### config.mk
export PLATFORM = sky130hd
export DESIGN_NAME = blink_seg_decoder
export DESIGN_NICKNAME = d
export VERILOG_FILES = /design/src/rtl/blink_seg_decoder_pkg.sv /design/src/rtl/blink_phase_timer.sv /design/src/rtl/plane_select_reg.sv /design/src/rtl/seg_decoder.sv /design/src/rtl/blink_seg_decoder.sv
export SDC_FILE = /design/constraint.sdc
export NUM_CORES = 1
export LEC_CHECK = 0
export BUFFER_PORTS_ARGS = -buffer_cell sky130_fd_sc_hd__buf_2
export CAP_MARGIN = 0
export CORE_MARGIN = 2
export CORE_UTILIZATION = 30
export CTS_CLUSTER_DIAMETER = 40
export DETAILED_ROUTE_END_ITERATION = 7
export SKIP_LAST_GASP = 1
export SLEW_MARGIN = 20
export SYNTH_ARGS = -nofsm -noshare
export SYNTH_HDL_FRONTEND = slang
export SYNTH_SLANG_ARGS = --single-unit
### constraint.sdc
create_clock -name clk -period 2.1 [get_ports clk]
set_clock_uncertainty 0.2 [all_clocks]
set_input_delay 0.105 -clock clk [delete_from_list [all_inputs] [get_ports clk]]
set_output_delay 0.105 -clock clk [all_outputs]
set_load 0.005 [all_outputs]
### src/rtl/blink_seg_decoder_pkg.sv
package blink_seg_decoder_pkg;

  typedef logic [7:0] seg_byte_t;

  // glyph bits 6:0 = a,b,c,d,e,f,g
  function automatic logic [6:0] hex_glyph(input logic [3:0] nib);
    logic [6:0] g;
    case (nib)
      4'h0: g = 7'h7E;
      4'h1: g = 7'h30;
      4'h2: g = 7'h6D;
      4'h3: g = 7'h79;
      4'h4: g = 7'h33;
      4'h5: g = 7'h5B;
      4'h6: g = 7'h5F;
      4'h7: g = 7'h70;
      4'h8: g = 7'h7F;
      4'h9: g = 7'h7B;
      4'hA: g = 7'h77;
      4'hB: g = 7'h1F;
      4'hC: g = 7'h4E;
      4'hD: g = 7'h3D;
      4'hE: g = 7'h4F;
      default: g = 7'h47;
    endcase
    return g;
  endfunction

endpackage

### src/rtl/blink_phase_timer.sv
module blink_phase_timer #(
  parameter int SLOW_HALF = 4_000_000,
  parameter int CNT_W     = $clog2(SLOW_HALF)
) (
  input  logic             clk,
  input  logic             rst_n,
  input  logic             osc_tick,
  input  logic             shutdown,
  input  logic             sync,
  input  logic             fast_rate,
  output logic [CNT_W-1:0] half_cnt,
  output logic             blink_half
);
  localparam int FAST_HALF = (SLOW_HALF / 2 < 1) ? 1 : SLOW_HALF / 2;
  localparam logic [CNT_W-1:0] SLOW_LAST = CNT_W'(SLOW_HALF - 1);
  localparam logic [CNT_W-1:0] FAST_LAST = CNT_W'(FAST_HALF - 1);

  logic [CNT_W-1:0] last_cnt;
  logic             advance;

  assign last_cnt = fast_rate ? FAST_LAST : SLOW_LAST;
  assign advance  = osc_tick && !shutdown;

  always_ff @(posedge clk) begin
    if (!rst_n || sync) begin
      half_cnt   <= '0;
      blink_half <= 1'b0;
    end else if (advance) begin
      if (half_cnt >= last_cnt) begin
        half_cnt   <= '0;
        blink_half <= ~blink_half;
      end else begin
        half_cnt <= half_cnt + 1'b1;
      end
    end
  end
endmodule

### src/rtl/plane_select_reg.sv
module plane_select_reg (
  input  logic clk,
  input  logic rst_n,
  input  logic sync,
  input  logic slot_start,
  input  logic blink_en,
  input  logic blink_half,
  output logic plane_sel
);
  always_ff @(posedge clk) begin
    if (!rst_n || sync) begin
      plane_sel <= 1'b0;
    end else if (slot_start) begin
      plane_sel <= blink_en && blink_half;
    end
  end
endmodule

### src/rtl/seg_decoder.sv
module seg_decoder
  import blink_seg_decoder_pkg::*;
#(
  parameter int NUM_DIGITS = 8,
  parameter int DIGIT_W    = (NUM_DIGITS > 1) ? $clog2(NUM_DIGITS) : 1
) (
  input  logic [DIGIT_W-1:0]    digit_idx,
  input  logic [NUM_DIGITS-1:0] dec_mask,
  input  seg_byte_t             shown_byte,
  output seg_byte_t             seg_out
);
  logic decode_on;

  assign decode_on = dec_mask[digit_idx];

  always_comb begin
    if (decode_on) begin
      seg_out = {shown_byte[7], hex_glyph(shown_byte[3:0])};
    end else begin
      seg_out = shown_byte;
    end
  end
endmodule

### src/rtl/blink_seg_decoder.sv
module blink_seg_decoder
  import blink_seg_decoder_pkg::*;
#(
  parameter int NUM_DIGITS = 8,
  parameter int SLOW_HALF  = 4_000_000,
  parameter int DIGIT_W    = (NUM_DIGITS > 1) ? $clog2(NUM_DIGITS) : 1,
  parameter int CNT_W      = $clog2(SLOW_HALF)
) (
  input  logic                  clk,
  input  logic                  rst_n,
  input  logic                  osc_tick,
  input  logic                  shutdown,
  input  logic                  sync,
  input  logic                  blink_en,
  input  logic                  fast_rate,
  input  logic                  slot_start,
  input  logic [DIGIT_W-1:0]    digit_idx,
  input  logic [NUM_DIGITS-1:0] dec_mask,
  input  logic [7:0]            plane0_byte,
  input  logic [7:0]            plane1_byte,
  output logic [7:0]            seg_out
);
  logic [CNT_W-1:0] half_cnt;
  logic             blink_half;
  logic             plane_sel;
  seg_byte_t        shown_byte;

  blink_phase_timer #(.SLOW_HALF(SLOW_HALF), .CNT_W(CNT_W)) timer_i (
    .clk(clk), .rst_n(rst_n), .osc_tick(osc_tick), .shutdown(shutdown),
    .sync(sync), .fast_rate(fast_rate), .half_cnt(half_cnt),
    .blink_half(blink_half)
  );

  plane_select_reg sel_i (
    .clk(clk), .rst_n(rst_n), .sync(sync), .slot_start(slot_start),
    .blink_en(blink_en), .blink_half(blink_half), .plane_sel(plane_sel)
  );

  assign shown_byte = plane_sel ? plane1_byte : plane0_byte;

  seg_decoder #(.NUM_DIGITS(NUM_DIGITS), .DIGIT_W(DIGIT_W)) dec_i (
    .digit_idx(digit_idx), .dec_mask(dec_mask), .shown_byte(shown_byte),
    .seg_out(seg_out)
  );
endmodule

== Word-level counts from Yosys, hierarchy flattened ==
Memory sizes are Yosys's and may differ from the RTL's.
Index checks and enable logic that the tools add are counted.
Storage, ports and cells
  bits in registers: 24
  bits of input ports: 35
  memories: 1
  word-level logic and storage cells: 20
  output and inout bits: 8
  ROM bits: 112
Memory list
  (name not given): depth 16, width 7, rd ports 1, clocked after memory_dff 0, write ports 0, line blink_seg_decoder_pkg.sv:8  | case (nib)
Operators by class
  muxes and demuxes: 6
  add/subtract/negate cells: 1
  reduce and logical (&&, ||, !) cells: 6
  bitwise gates (word level): 1
  order comparisons: 2
Operators with widths (count)
  22-bit 2-to-1 mux: 2
  22-bit by 1-bit adder with 22-bit output, second input constant: 1
  22-bit >= comparator: 1
  8-bit 2-to-1 mux: 1
  7-bit 2-to-1 mux: 1
  3-bit by 4-bit less-than comparator with 1-bit output, second input constant: 1
  1-bit binary-select mux with 3-bit select: 1
  1-bit logical AND: 2
  1-bit logical NOT: 2
  2-bit AND reduction: 1
  1-bit logical OR: 1
  1-bit 2-to-1 mux: 1
  1-bit NOT: 1

== Longest topological paths before layout ==
  word-level depth: 3
  depth in mapped cells: 8
  mapped depth without buffers: 7

== By module ==
A second synthesis with hierarchy kept.
Unflattened totals
  cell total of the unflattened synthesis: 207
  area total of the unflattened synthesis: 2065.7 um2
Modules (own cells, without submodules)
  blink_phase_timer: cells an instance 145, times used 1, area each 1427.6 um2, seq. area each 460.4 um2
  seg_decoder: cells an instance 48, times used 1, area each 460.4 um2, seq. area each 0.0 um2
  blink_seg_decoder: cells an instance 9, times used 1, area each 131.4 um2, seq. area each 0.0 um2
  plane_select_reg: cells an instance 5, times used 1, area each 46.3 um2, seq. area each 20.0 um2

== Worst setup path after synthesis ==
OpenSTA, ideal clock, no wires.
  path type: reg-to-output
  from: register sel_i.plane_sel
  to: output port seg_out[1]
  path buffers: 1
  slack: -0.026 ns
  cell stages (with the launch flop): 9
  data arrival time: 1.821 ns
  data required time: 1.795 ns
  cell sequence: dfxtp_1 > buf_2 > mux2i_1 > inv_1 > ha_1 > nand2_1 > o21ai_0 > a221oi_1 > a21o_1
On the way
  longest elaborated chain between the ends: 3
Ends and longest elaborated chain
  start: declaration: line plane_select_reg.sv:8  | output logic plane_sel
  start signal: assignment: line plane_select_reg.sv:14  | plane_sel <= blink_en && blink_half;
  8-bit 2-to-1 mux (*): line blink_seg_decoder.sv:39  | assign shown_byte = plane_sel ? plane1_byte : plane0_byte;
  memory read 16 x 7 bit
  7-bit 2-to-1 mux (*): line seg_decoder.sv:17  | if (decode_on) begin
  end: declaration: line blink_seg_decoder.sv:21  | output logic [7:0] seg_out
Mark *: on every way between the ends. The rest lies on a longest branch, timed or not.

== Final worst setup path ==
  from: register sel_i.plane_sel
  to: output port seg_out[0]
The elaborated chain is that of the path after synthesis.

==> results.json <==
{
  "die_y_um": 79.0,
  "grt_pass1_vias": 1607,
  "nets": 326,
  "place_hpwl_um": 3070,
  "power_density_nw_per_um2": 402,
  "ir_drop_mv": 0.284,
  "cp_cell_sequence": "mux2i_4 -> inv_2 -> ha_4 -> nand2_2 -> a21oi_1 -> a211oi_1 -> a21o_1 -> buf_2",
  "drcViolationCount": 0,
  "fp-row-count": 27,
  "critPathRequiredTime_ns": 1.79,
  "portBuffers": 42,
  "clkSinkCount": 24,
  "synth-async-reset-ratio": 0,
  "grt_antenna_before_repair": 0,
  "antenna_cells": 0,
  "outcome": "finished, violations left",
  "cp_max_fo": 4,
  "placedInstanceArea_um2": 2120,
  "grt.total_usage": 0.131,
  "fin_area_um2": 2480,
  "drive_gt1_frac": 0.418,
  "setup_slack_ns": -0.00732,
  "first_pass_iters": 4,
  "crit_path_start_kind": "flop",
  "synth_edf_count": 0,
  "netlist_area_um2": 1690,
  "max_freq_mhz": 475,
  "dr_total_vias": 1672,
  "cts_buffer_depth": 2,
  "drv_slew": 0,
  "stdcell_count": 347,
  "cts_buffers": 3,
  "grt_overflow": 0,
  "grt_max_degree": 15,
  "path_class": "flop to primary output",
  "gp_congestion": 0.926,
  "end_kind": "primary output",
  "cts_root_buf": "clkbuf_8",
  "cts_htree_levels": 1,
  "cts_tree": "built",
  "crit_family": "compound AO/OA/AOI/OAI gates",
  "wl_um": 4280,
  "whs_ns": 0.0884,
  "dp.cells": 327,
  "dp_slack_ns": -0.0588,
  "ys_seq_elements": 24,
  "die_w_um": 79.0,
  "cpPeakStageDelay_ns": 0.41,
  "synthTopCellsByArea": "dfxtp_1 (28%), ha_1 (11%), xor2_1 (7.3%)",
  "clk_pin_slew_ns": 0.08,
  "yosys.cell_types.count": 38,
  "grt_first_pass_wirelength_um": 6600,
  "clk_latency_ns": 0.27,
  "post-synth-top-area-cell": "dfxtp_1",
  "antenna_left": 0,
  "netlist_instances": 198,
  "fin_crit_ns": 2.11,
  "finalHoldViolations": 0,
  "relSlewSlack": 0.805,
  "tightest_slew_ns": 0.291,
  "finalSetupViolCount": 2,
  "critPathSlowestCell": "dfxtp_4",
  "grt_setup_unrepaired": "yes",
  "syn_nets": 248,
  "drtIter0Drc": 26,
  "core-area_um2": 5470,
  "synth_ff_type": "dfxtp_1",
  "finish.utilization": 0.454,
  "cap_violations": 0,
  "regArea_um2": 485,
  "final.period_utilization": 1.00,
  "ioPinCount": 43,
  "cp.arrival_ns": 1.80,
  "hold_path_class": "input port to flop",
  "avgViaCountPerCell": 4.82,
  "initial_utilization": 0.308,
  "area_growth_pct": 47.3,
  "multi_input_area_um2": 1320,
  "wl_per_cell_um": 12.3,
  "violations": "negative setup slack",
  "leakage_nw": 1.01,
  "yosysWarnings": 0,
  "critPathBufInv": 2,
  "dieArea_um2": 6240,
  "fillers": 543,
  "synth_area_per_cell_um2": 8.52,
  "synth_top_area_frac": 0.285,
  "seq_area_frac_synth": 0.285
}
-- cell families (layout without fill, tap and decap cells) --
| family | count (synthesis) | after routing | share of synthesized area |
|---|---|---|---|
| simple gates | 86 | 86 | 0.258 |
| compound gates | 29 | 29 | 0.110 |
| flops | 24 | 24 | 0.285 |
| xor+xnor | 21 | 21 | 0.109 |
| fa+ha+maj | 15 | 15 | 0.111 |
| mux | 14 | 14 | 0.103 |
| buf+inv | 9 | 86 | 0.0237 |
-- registers in the layout, summed over array words and instances, names as in the netlist --
register,count
timer_i.blink_half,1
sel_i.plane_sel,1
timer_i.half_cnt,22
-- timing repair --
action                     4_1_cts  5_1_grt
gates cloned                     1        1
hold endpoints to repair         2        0
setup buffers                    2        8
pin swaps                        7       10
resized for setup               21       25
hold buffers                     5        0
setup endpoints to repair       29       31
-- stage by stage --
| stage | total power, mW | setup TNS [ns] |
|---|---|---|
| 5_1_grt | 1.05 | -0.968 |
| 4_1_cts | 0.977 | -0.0156 |
| 2_1_floorplan | 0.563 | 0 |
| 6_report | 0.998 | -0.00886 |
| 3_3_place_gp | 0.645 | 0 |
| 3_5_place_dp | 0.648 | -0.489 |
-- cell type report --
type / count / area share
multi-input combinational: 165 / 0.529
inverter: 4 / 0.00604
timing repair buffer: 78 / 0.211
tap: 72 / 0.0363
sequential: 24 / 0.195
clock buffer: 4 / 0.0222
-- path summary, 6_finish.rpt --
kind | start | endpoint | slack, ns | cells after the start
max reg2reg | timer_i.half_cnt[11] | timer_i.half_cnt[0] | 0.02 | 7
max | sel_i.plane_sel | seg_out[0] | -0.007 | 8
min reg2reg | timer_i.blink_half | timer_i.blink_half | 0.30 | 2
min | osc_tick | timer_i.half_cnt[2] | 0.09 | 4
-- placed cells by master (no fill, tap or decap), drive strengths merged, types with 5 or more instances in the layout --
cell   netlist  layout
a21oi       10      10
buf          5      74
dfxtp       24      24
ha          15      15
mux2i        8       8
nand2       16      16
nand3        8       8
nand4        8       8
nor2        35      35
nor3         5       5
o21ai        6       6
xnor2        7       7
xor2        14      14
-- Yosys cell counts (3+ instances only) --
| cell | number |
|---|---|
| nor2_2 | 3 |
| a21o_1 | 3 |
| xor2_1 | 14 |
| dfxtp_1 | 24 |
| xnor2_1 | 7 |
| nor3_1 | 4 |
| mux2_2 | 4 |
| nand2_1 | 16 |
| nand4_1 | 7 |
| ha_1 | 15 |
| a21oi_1 | 10 |
| and3_1 | 3 |
| buf_2 | 5 |
| nand3_1 | 8 |
| nor2_1 | 32 |
| inv_1 | 4 |
| o21ai_0 | 6 |
| mux2i_1 | 7 |
-- worst min-delay path, stage by stage --
cell and delay [ns]:
buf_2 0.11, nand3b_1 0.16, xor2_1 0.08, nor2_1 0.07
-- per-layer routing --
metal | vias to the layer above | track usage | part of all wire
met5 | - | 0 | 0
met4 | 0 | 0.0655 | 0.020
met3 | 7 | 0.0114 | 0.031
met2 | 35 | 0.242 | 0.51
met1 | 772 | 0.150 | 0.44
li1 | 858 | - | -
-- where the power goes --
part / leakage (nW) / switching (mW) / total, mW / internal, mW
Combinational: 0.786 / 0.108 / 0.228 / 0.120
Clock: 0.0288 / 0.148 / 0.315 / 0.167
Sequential: 0.195 / 0.000763 / 0.455 / 0.454
Total: 1.01 / 0.256 / 0.998 / 0.741
Power figures use the tool's default switching activity.
